**src/rtl/dcx_pkg.sv**
```systemverilog
// Shared constants and bus region decode for the decompression bus controller.
// Assumes a 24-bit CPU address of {bank[7:0], offset[15:0]}.
package dcx_pkg;
    localparam int unsigned CPU_AW   = 24;
    localparam int unsigned NUM_SEL  = 4;
    localparam logic [12:0] REG_WIN  = 13'h0900;   // 0x4800 >> 3
    localparam logic [15:0] SNOOP_LO = 16'h4300;
    localparam logic [15:0] SNOOP_HI = 16'h437A;

    typedef enum logic [1:0] {RGN_NONE, RGN_HIROM, RGN_LOROM, RGN_REGS} region_e;

    // Classify a CPU address into the region that serves it.
    function automatic region_e classify(input logic [CPU_AW-1:0] a);
        if (a[23:22] == 2'b11)                  return RGN_HIROM;
        else if (!a[22] && a[15])               return RGN_LOROM;
        else if (!a[22] && a[15:12] == 4'h4)    return RGN_REGS;
        else                                    return RGN_NONE;
    endfunction
endpackage

```
**src/rtl/dcx_regs.sv**
```systemverilog
// Control register bank: enable mask, process mask and four bank selects.
// Assumes wr_en already qualifies the 0x4800-0x4807 window; offsets 2/3 unused.
module dcx_regs
    import dcx_pkg::*;
#(
    parameter int unsigned NUM_CH = 8
) (
    input  logic                    clk,
    input  logic                    rst_n,
    input  logic                    wr_en,
    input  logic [2:0]              off,
    input  logic [7:0]              wdata,
    input  logic [NUM_CH-1:0]       clr_mask,
    output logic [NUM_CH-1:0]       en_mask,
    output logic [NUM_CH-1:0]       proc_mask,
    output logic [NUM_SEL-1:0][7:0] sel,
    output logic [7:0]              rdata,
    output logic                    rd_hit
);
    // Enable mask: written by the CPU only.
    always_ff @(posedge clk) begin
        if (!rst_n)                    en_mask <= '0;
        else if (wr_en && off == 3'd0) en_mask <= wdata[NUM_CH-1:0];
    end

    // Process mask: CPU write, or per-channel clear at end of stream.
    always_ff @(posedge clk) begin
        if (!rst_n)                    proc_mask <= '0;
        else if (wr_en && off == 3'd1) proc_mask <= wdata[NUM_CH-1:0];
        else                           proc_mask <= proc_mask & ~clr_mask;
    end

    // Bank selects: reset to their own index.
    for (genvar g = 0; g < NUM_SEL; g++) begin : g_sel
        always_ff @(posedge clk) begin
            if (!rst_n)                                   sel[g] <= 8'(g);
            else if (wr_en && off == 3'(4 + g))           sel[g] <= wdata;
        end
    end

    // Read-back mux for the decoded offsets.
    always_comb begin
        rd_hit = 1'b1;
        rdata  = 8'h00;
        case (off)
            3'd0: rdata = 8'(en_mask);
            3'd1: rdata = 8'(proc_mask);
            3'd4, 3'd5, 3'd6, 3'd7: rdata = sel[off[1:0]];
            default: rd_hit = 1'b0;
        endcase
    end
endmodule

```
**src/rtl/dcx_snoop.sv**
```systemverilog
// DMA channel shadow: captures source address/length from snooped CPU writes,
// finds the lowest active channel whose address equals the lookup address,
// and counts its length down on each consumed byte.
module dcx_snoop
    import dcx_pkg::*;
#(
    parameter int unsigned NUM_CH = 8,
    parameter int unsigned LEN_W  = 16,
    localparam int unsigned CH_W  = $clog2(NUM_CH)
) (
    input  logic              clk,
    input  logic              rst_n,
    input  logic              snoop_wr,
    input  logic [2:0]        wr_ch,
    input  logic [3:0]        wr_field,
    input  logic [7:0]        wdata,
    input  logic [CPU_AW-1:0] look_addr,
    input  logic [NUM_CH-1:0] active,
    input  logic              consume,
    output logic              hit,
    output logic [CH_W-1:0]   hit_idx,
    output logic              hit_last
);
    logic [NUM_CH-1:0][CPU_AW-1:0] src_q;
    logic [NUM_CH-1:0][LEN_W-1:0]  len_q;
    logic [NUM_CH-1:0]             eq;

    for (genvar g = 0; g < NUM_CH; g++) begin : g_ch
        logic sel_wr;
        assign sel_wr = snoop_wr && (wr_ch == 3'(g));

        // Source address bytes captured from snooped writes.
        always_ff @(posedge clk) begin
            if (!rst_n) src_q[g] <= '0;
            else if (sel_wr) begin
                case (wr_field)
                    4'h2: src_q[g][7:0]   <= wdata;
                    4'h3: src_q[g][15:8]  <= wdata;
                    4'h4: src_q[g][23:16] <= wdata;
                    default: ;
                endcase
            end
        end

        // Length bytes from snooped writes; decrement on each delivered byte.
        always_ff @(posedge clk) begin
            if (!rst_n) len_q[g] <= '0;
            else if (sel_wr && wr_field == 4'h5) len_q[g][7:0]  <= wdata;
            else if (sel_wr && wr_field == 4'h6) len_q[g][15:8] <= wdata;
            else if (consume && hit_idx == CH_W'(g)) len_q[g] <= len_q[g] - 1'b1;
        end

        assign eq[g] = active[g] && (src_q[g] == look_addr);
    end

    // Priority pick: the lowest-numbered matching channel wins.
    always_comb begin
        hit     = 1'b0;
        hit_idx = '0;
        for (int i = NUM_CH - 1; i >= 0; i--) begin
            if (eq[i]) begin
                hit     = 1'b1;
                hit_idx = CH_W'(i);
            end
        end
        hit_last = (len_q[hit_idx] == LEN_W'(1));
    end
endmodule

```
**src/rtl/dcx_rommap.sv**
```systemverilog
// ROM page translation for both the switched high banks and the fixed low
// windows, with optional forced mirroring of addr[21] in the low banks.
module dcx_rommap
    import dcx_pkg::*;
#(
    parameter int unsigned ROM_PAGE_W = 12
) (
    input  logic [CPU_AW-1:0]       addr,
    input  logic [NUM_SEL-1:0][7:0] sel,
    output logic [ROM_PAGE_W-1:0]   page
);
    logic [11:0] hi_page, lo_page, full;
    logic [7:0]  win;
    logic        mirror;

    // Build both candidate pages and pick by the bank's top bits.
    always_comb begin
        win     = sel[addr[21:20]];
        hi_page = {win[3:0], addr[19:12]};
        mirror  = addr[23] ? sel[3][7] : sel[1][7];
        lo_page = {3'b000, addr[21] & ~mirror, addr[20:16], addr[14:12]};
        full    = (addr[23:22] == 2'b11) ? hi_page : lo_page;
        page    = full[ROM_PAGE_W-1:0];
    end
endmodule

```
**src/rtl/dcx_bus_ctrl.sv**
```systemverilog
// Top of the decompression bus controller. Decodes CPU accesses, forwards
// register-page writes, maps ROM, and swaps in decompressed data when an
// armed DMA channel reads its source address. Assumes rom_data is valid in
// the same cycle as rom_page/rom_offset and cpu_rd/cpu_wr are exclusive.
module dcx_bus_ctrl
    import dcx_pkg::*;
#(
    parameter int unsigned NUM_CH     = 8,
    parameter int unsigned LEN_W      = 16,
    parameter int unsigned ROM_PAGE_W = 12,
    localparam int unsigned CH_W      = $clog2(NUM_CH)
) (
    input  logic                  clk,
    input  logic                  rst_n,
    input  logic [23:0]           cpu_addr,
    input  logic [7:0]            cpu_wdata,
    input  logic                  cpu_wr,
    input  logic                  cpu_rd,
    output logic [7:0]            cpu_rdata,
    output logic                  cpu_wait,
    output logic                  ext_reg_wr,
    input  logic [7:0]            ext_reg_rdata,
    output logic [ROM_PAGE_W-1:0] rom_page,
    output logic [11:0]           rom_offset,
    input  logic [7:0]            rom_data,
    output logic                  dec_init,
    output logic [23:0]           dec_start_addr,
    output logic                  dec_byte_req,
    input  logic                  dec_byte_valid,
    input  logic [7:0]            dec_byte_data
);
    region_e                  region;
    logic                     in_win, snoop_wr, match, consume, need_init;
    logic                     hit, hit_last, reg_hit;
    logic [CH_W-1:0]          hit_idx;
    logic [NUM_CH-1:0]        en_mask, proc_mask, clr_mask;
    logic [NUM_SEL-1:0][7:0]  sel;
    logic [7:0]               reg_rdata;

    assign region   = classify(cpu_addr);
    assign in_win   = (region == RGN_REGS) && (cpu_addr[15:3] == REG_WIN);
    assign snoop_wr = cpu_wr && (region == RGN_REGS) &&
                      (cpu_addr[15:0] >= SNOOP_LO) && (cpu_addr[15:0] <= SNOOP_HI);
    assign ext_reg_wr = cpu_wr && (region == RGN_REGS) && !in_win;

    dcx_regs #(.NUM_CH(NUM_CH)) regs_i (
        .clk(clk), .rst_n(rst_n), .wr_en(cpu_wr && in_win), .off(cpu_addr[2:0]),
        .wdata(cpu_wdata), .clr_mask(clr_mask), .en_mask(en_mask),
        .proc_mask(proc_mask), .sel(sel), .rdata(reg_rdata), .rd_hit(reg_hit)
    );

    dcx_snoop #(.NUM_CH(NUM_CH), .LEN_W(LEN_W)) snoop_i (
        .clk(clk), .rst_n(rst_n), .snoop_wr(snoop_wr), .wr_ch(cpu_addr[6:4]),
        .wr_field(cpu_addr[3:0]), .wdata(cpu_wdata), .look_addr(cpu_addr),
        .active(en_mask & proc_mask), .consume(consume), .hit(hit),
        .hit_idx(hit_idx), .hit_last(hit_last)
    );

    dcx_rommap #(.ROM_PAGE_W(ROM_PAGE_W)) map_i (
        .addr(cpu_addr), .sel(sel), .page(rom_page)
    );

    assign rom_offset     = cpu_addr[11:0];
    assign match          = cpu_rd && (region == RGN_HIROM) && hit;
    assign dec_init       = match && need_init;
    assign dec_start_addr = cpu_addr;
    assign dec_byte_req   = match && !need_init;
    assign consume        = dec_byte_req && dec_byte_valid;
    assign cpu_wait       = match && !consume;
    assign clr_mask       = (consume && hit_last) ? (NUM_CH'(1) << hit_idx) : '0;

    // Stream state: cleared once the decompressor is started, set at stream end.
    always_ff @(posedge clk) begin
        if (!rst_n)                   need_init <= 1'b1;
        else if (dec_init)            need_init <= 1'b0;
        else if (consume && hit_last) need_init <= 1'b1;
    end

    // CPU read data selection by region.
    always_comb begin
        case (region)
            RGN_HIROM: cpu_rdata = match ? dec_byte_data : rom_data;
            RGN_LOROM: cpu_rdata = rom_data;
            RGN_REGS:  cpu_rdata = (in_win && reg_hit) ? reg_rdata : ext_reg_rdata;
            default:   cpu_rdata = 8'h00;
        endcase
    end
endmodule

```
**config.mk**
```make
export PLATFORM = sky130hd
export DESIGN_NAME = dcx_bus_ctrl
export DESIGN_NICKNAME = d
export VERILOG_FILES = /design/src/rtl/dcx_pkg.sv /design/src/rtl/dcx_regs.sv /design/src/rtl/dcx_snoop.sv /design/src/rtl/dcx_rommap.sv /design/src/rtl/dcx_bus_ctrl.sv
export SDC_FILE = /design/constraint.sdc
export NUM_CORES = 1
export LEC_CHECK = 0
export BUFFER_PORTS_ARGS = -buffer_cell sky130_fd_sc_hd__buf_2
export CAP_MARGIN = 10
export CORE_MARGIN = 2
export CORE_UTILIZATION = 30
export CTS_CLUSTER_DIAMETER = 150
export CTS_CLUSTER_SIZE = 12
export DETAILED_ROUTE_END_ITERATION = 8
export GPL_ROUTABILITY_DRIVEN = 1
export SYNTH_ARGS = -nofsm -noshare
export SYNTH_HDL_FRONTEND = slang
export SYNTH_SLANG_ARGS = --single-unit
```
**constraint.sdc**
```tcl
create_clock -name clk -period 4.3 [get_ports clk]
set_clock_uncertainty 0.15 [all_clocks]
set_input_delay 0.86 -clock clk [delete_from_list [all_inputs] [get_ports clk]]
set_output_delay 0.86 -clock clk [all_outputs]
set_load 0.01 [all_outputs]
```
==> impl_metrics.ini, run 1 <==
[timing]
slew_viol_final = 0
slew-limit-headroom_pct = 23.10
setup_slack_ps = -90.27
setup_violations = 5
period_minus_slack_ps = 4390
rsz0062_at_grt = yes
worst_pin_slew_ps = 1143
max_clock_freq_ghz = 0.2278
period_share_pct = 102.1
hold_violations = 0

[synth]
synth_compound_area_share_pct = 10.90
synthCells = 2413
yosys_warnings = 0
yosys.area_share.simple_pct = 23.33
synth_xor_xnor_area_share_pct = 11.35
async_flop_share_pct = 0
synth_mux_area_share_pct = 12.72
synth_area_per_cell_um2 = 8.552
syn_area_mm2 = 0.02063
synth_edf_count = 0
synth_seq_area_share_pct = 35.80
synth_adder_area_share_pct = 0.4851
synth_top_family_by_area = simple AND/OR/NAND/NOR gates
yosys_register_bits = 369
synth.distinct_cells = 86
synth_ff_type = dfxtp_1
syn_nets = 2482

[route]
first_pass_iters = 7
wl_per_cell_um = 20.36
vias_per_cell = 5.309
ant_nets = 0
dr_total_vias = 18773
routed_wl_um = 71990
drc = 0
drt_iter0_drc = 1669

[worst_setup_path]
end_kind = output pin
worstPathMaxFanout = 5
arrival_ps = 3380
critPathMaxStageDelay_ps = 550
path_delay_family = simple AND/OR/NAND/NOR gates
worstSetupPathType = input pin to output pin
cpMaxStageDelayCell = or4b_4
startpoint_type = input pin
path_buf_inv = 2
cp_data_required_time_ps = 3290
critical_path.cell_chain = buf_6, xnor2_1, nand2_1, or4b_4, or4_4, nand2_4, o41ai_4, a31o_2, a221o_1, buf_2

[power]
vdd_drop_max_mv = 0.2878
clkPwrFrac_pct = 41.1
sw_frac_of_total_pct = 25.87
switchingPower_mw = 1.812
power_mw = 7.004
p_int_mw = 5.192
pwr-share-seq_pct = 48.8
leakage_nw = 9.630
combPwrFrac_pct = 10.2
powerDensity_mw_per_mm2 = 278.3

[cts]
clkLatencyLatePin_ps = 560
htree_levels = 2
tritoncts = done
postCtsHoldBufs = 0
cts_buffer_depth = 3
cts_buffers = 36
cts_sinks = 369
cts_root_buffer = clkbuf_16
cts.clk_slew.worst_paths_ps = 60

[floorplan]
ios = 121
num_rows = 96
start_util_pct = 30.19
core_mm2 = 0.06835
die_x_um = 266.3
dieArea_mm2 = 0.07090
die_y_um = 266.3

[finish]
drive_gt1_share_pct = 21.55
synthToLayoutAreaGrowth_pct = 21.96
final_nets = 2723
antennaDiodeCount = 0
fill_cells = 6883
layout_commonest_cell = nor2_1
most-common-layout-cells = nor2_1, dfxtp_1, buf_4

[placement]
port_buffers = 120
dp_hpwl_um = 49280
place.gp.congestion = 0.9325
post-place-ws_ps = -276.3

[outcome]
violations = negative setup slack
outcome = finished with violations

[global_route]
grt_pass1_vias = 17660
overflow = 0
antenna_found_initial = 1
grt_max_degree = 174
grt_util_all_layers_pct = 19.82
grt_pass1_wl_um = 108900

[run]
drv_cap = 0

[min_path]
min_path_type = register to register
state kept, by name, summed over array words and instances, names as in the netlist:
name and flops:
snoop_i.src_q 192, regs_i.sel 32, regs_i.proc_mask 8, regs_i.en_mask 8
need_init 1, snoop_i.len_q 128
cell usage after synthesis (5+ instances only):
master,instances,area (µm²)
nand4_1,62,387.9
o21a_1,5,37.54
buf_2,25,125.1
nand2_1,120,450.4
a21oi_1,78,390.4
o22a_1,6,52.55
a221o_1,5,50.05
dfxtp_1,369,7387
nor3_1,52,260.3
nand3_1,60,300.3
nor4_1,71,444.2
mux4_2,11,247.7
nand3b_1,7,52.55
or3_1,43,269.0
nor2_1,371,1393
nand4b_1,14,122.6
a211oi_1,48,360.4
nor4b_1,5,43.79
ha_1,8,100.1
a31o_2,6,52.55
o21ai_0,121,605.6
a221oi_1,5,43.79
buf_4,48,360.4
o221ai_1,6,52.55
inv_1,25,93.84
and4_1,11,96.34
xor2_1,146,1279
a311oi_1,11,96.34
o31ai_1,6,45.04
and3_1,14,87.58
a31oi_1,14,87.58
and2_1,8,50.05
clkbuf_1,121,454.2
o211ai_1,11,82.58
nand2b_1,11,68.82
or2_2,13,81.33
mux2i_1,218,2182
or4_1,31,232.7
mux2_2,16,180.2
xnor2_1,114,998.5
nor2b_1,12,75.07
buf_1,8,30.03
kinds of logic after synthesis:
logic type | Yosys count
and+or+nand+nor | 939
adders and majority gates | 8
muxes | 246
AOI/OAI and AO/OA | 356
buffers and inverters | 231
DFF | 369
xor gates and xnor gates | 264
worst register-to-register path: stages (launching register included):
cell	delay (ps)
dfxtp_1	350
or4_1	570
or4_1	480
or4_1	490
nor3_1	240
nand2b_1	150
nor4_1	450
a2111o_1	240
and4_1	410
o221ai_1	190
cell type report:
type                       instances  area (µm²)  area share [%]
clock buffer                      37       925.9           3.679
clock inverter                     1       5.005         0.01989
inverter                          25       101.3          0.4027
multi-input combinational       1813       12560           49.90
sequential                       369        7392           29.37
tap                              882        1104           4.385
timing repair buffer             409        3082           12.25
final timing paths:
check,cells past startpoint,slack [ps],start,end
worst max-delay path,10,-90,cpu_addr[6],cpu_rdata[7]
worst min register to register,2,340,snoop_i.src_q[19],snoop_i.src_q[19]
worst max register to register,9,440,snoop_i.len_q[98],regs_i.proc_mask[6]
worst min-delay path,2,340,snoop_i.src_q[19],snoop_i.src_q[19]
power groups by stage:
stage / clock network, mW / registers (mW) / logic, mW
final: 2.87 / 3.42 / 0.712
after global routing: 3.05 / 3.41 / 0.742
after CTS: 2.92 / 3.42 / 0.690
after detailed placement: 0 / 3.49 / 0.652
after global placement: 0 / 3.49 / 0.652
after floorplan: 0 / 3.49 / 0.357
layer usage:
layer / vias to the layer above / routed length [µm] / global-route usage, %
met3: 135 / 3735 / 2.458
met1: 9055 / 31700 / 26.03
met2: 573 / 33590 / 32.71
li1: 9008 / - / -
met4: 2 / 2960 / 8.427
met5: - / 10 / 0
timing repair:
action | 4_1_cts | 5_1_grt
resized for setup | 77 | 39
pin swaps | 27 | 9
setup endpoints to repair | 11 | 55
setup buffers | 19 | 2
per-stage QoR:
stage	hold WS, ps	cell area (µm²)	TNS (ps)	cells	utilization (%)
2_1_floorplan	298.9	20680	0	2413	-
3_3_place_gp	319.7	23470	-2496	3477	34.35
3_5_place_dp	328.6	23470	-3399	3477	34.35
4_1_cts	337.2	24950	-432.4	3534	36.50
5_1_grt	362.7	25170	-1641	3536	36.82
6_report	338.4	25170	-308.5	3536	36.82
(Power assumes the default switching activity.)
==> run 2: changes to the inputs <==
CORE_MARGIN = not set   (was 2)
==> impl_metrics.ini, run 2 (synthesis results as in run 1) <==
[outcome]
outcome = finished with violations
violations = negative setup slack

[timing]
worst_pin_slew_ps = 1104
slew-limit-headroom_pct = 26.38
period_minus_slack_ps = 4448
period_share_pct = 103.4
hold_violations = 0
setup_violations = 5
rsz0062_at_grt = yes
slew_viol_final = 0
setup_slack_ps = -148.2
max_clock_freq_ghz = 0.2248

[cts]
cts_buffers = 36
cts_buffer_depth = 3
clkLatencyLatePin_ps = 580
cts.clk_slew.worst_paths_ps = 60
htree_levels = 2
cts_sinks = 369
tritoncts = done
postCtsHoldBufs = 0
cts_root_buffer = clkbuf_16

[floorplan]
dieArea_mm2 = 0.06984
core_mm2 = 0.06763
die_x_um = 264.3
num_rows = 95
die_y_um = 264.3
start_util_pct = 30.51
ios = 121

[worst_setup_path]
startpoint_type = input pin
arrival_ps = 3440
worst_r2r_path_depth = 18
crit_top_cell = buf_6
r2r_slack_ps = 490
cpMaxStageDelayCell = or4_4
worstPathMaxFanout = 5
critical_path.cell_chain = buf_6, buf_6, xnor2_4, nand4_1, or4b_4, or4_4, nand2_4, o41ai_4, a31o_2, a221o_1, buf_2
r2r_end = snoop_i.len_q[97]
worstSetupPathType = input pin to output pin
critPathMaxStageDelay_ps = 550
reg2reg_from = snoop_i.src_q[123]
end_kind = output pin
cp_data_required_time_ps = 3290

[route]
first_pass_iters = 6
wl_per_cell_um = 20.43
drt_iter0_drc = 1520
ant_nets = 0
highest_layer = met4
routed_wl_um = 71810
route.met3.wl_um = 3719
met1_length_um = 31760
vias_per_cell = 5.327
drc = 0
dr_total_vias = 18726
wl_met2_um = 33430

[finish]
synthToLayoutAreaGrowth_pct = 21.51
most-common-layout-cells = nor2_1, dfxtp_1, buf_4
largest_reg_flops = 192
layout_commonest_cell = nor2_1
regArea_mm2 = 0.007392
top_regs = snoop_i.src_q (192), snoop_i.len_q (128), regs_i.sel (32)
antennaDiodeCount = 0
drive_gt1_share_pct = 21.27
regMostFlops = snoop_i.src_q
fin_cells = 3515
final_nets = 2709
multi_input_area_mm2 = 0.01256
fill_cells = 6857

[power]
power_mw = 7.005
vdd_drop_max_mv = 0.2014
leakage_nw = 9.594
powerDensity_mw_per_mm2 = 279.4

[global_route]
grt_pass1_wl_um = 108300
grt_util_all_layers_pct = 19.98
antenna_found_initial = 1
grt_pass1_vias = 17478
overflow = 0
grt_max_degree = 153

[placement]
place.gp.congestion = 0.9412
placed_cells = 3444
port_buffers = 120
dp_hpwl_um = 49630

[min_path]
hp-start = snoop_i.len_q[61]
min_path_type = register to register
min_path_cells = 2
whs_endpoint = snoop_i.len_q[61]

[run]
drv_cap = 0
## run 2: cell count changes in the layout (fill, tap and decap cells not counted), moves of 3 or more
cell	previous run	this run
buf_4	272	250
xnor2_2	16	19
buf_12	13	10
xor2_2	12	5
xor2_1	132	138
buf_6	19	25
nor2_2	4	1
## run 2: cell type report
class / instances / area share, %
clock buffers: 36 / 3.593
clock inverters: 4 / 0.1996
inverters: 25 / 0.4042
multi-input cells: 1813 / 50.10
flip-flops and latches: 369 / 29.48
well taps: 873 / 4.357
repair buffers: 395 / 11.86
## run 2: repair_timing
action | in CTS | in global routing
gates resized for setup | 73 | 53
buffers inserted | 26 | 7
pin swaps | 31 | 28
setup endpoints to repair | 11 | 38
gates cloned | 0 | 1
## run 2: report_power, final
part           internal, mW  switching, mW
Sequential             3.42      0.0000378
Combinational         0.253          0.454
Clock                  1.50           1.38
## run 2: metrics by stage
step / area [µm²] / TNS, ps / setup WS (ps) / utilization [%] / hold WS, ps
final: 25070 / -633.7 / -148.2 / 37.07 / 324.8
after detailed placement: 23250 / -5211 / -324.6 / 34.38 / 317.6
after CTS: 24740 / -897.4 / -184.5 / 36.58 / 326.0
after global routing: 25070 / -979.6 / -213.6 / 37.07 / 344.9
after floorplan: 20680 / 0 / 10.61 / - / 298.9
after global placement: 23250 / -3876 / -301.6 / 34.38 / 314.0
## run 2: per-layer routing
layer / vias up / track usage (%)
met3: 150 / 2.452
met5: - / 0
met1: 9007 / 26.33
li1: 9004 / -
met2: 565 / 32.95
met4: 0 / 8.108
## run 2: how the worst max path moves through the flow
stage            startpoint            to  depth (start not counted)
6_report        cpu_addr[3]  cpu_rdata[2]                         11
5_1_grt         cpu_addr[3]  cpu_rdata[2]                         11
4_1_cts        cpu_addr[11]  cpu_rdata[2]                         10
3_5_place_dp   cpu_addr[23]  cpu_rdata[2]                         10
3_3_place_gp   cpu_addr[23]  cpu_rdata[7]                         10
2_1_floorplan  cpu_addr[11]  cpu_rdata[0]                          9
## run 2: critical path: cells and delay by family
kind | cells | cell delay (ps)
and+or+nand+nor | 4 | 1280
AOI/OAI and AO/OA | 3 | 770
buffers and inverters | 3 | 370
xor gates and xnor gates | 1 | 140
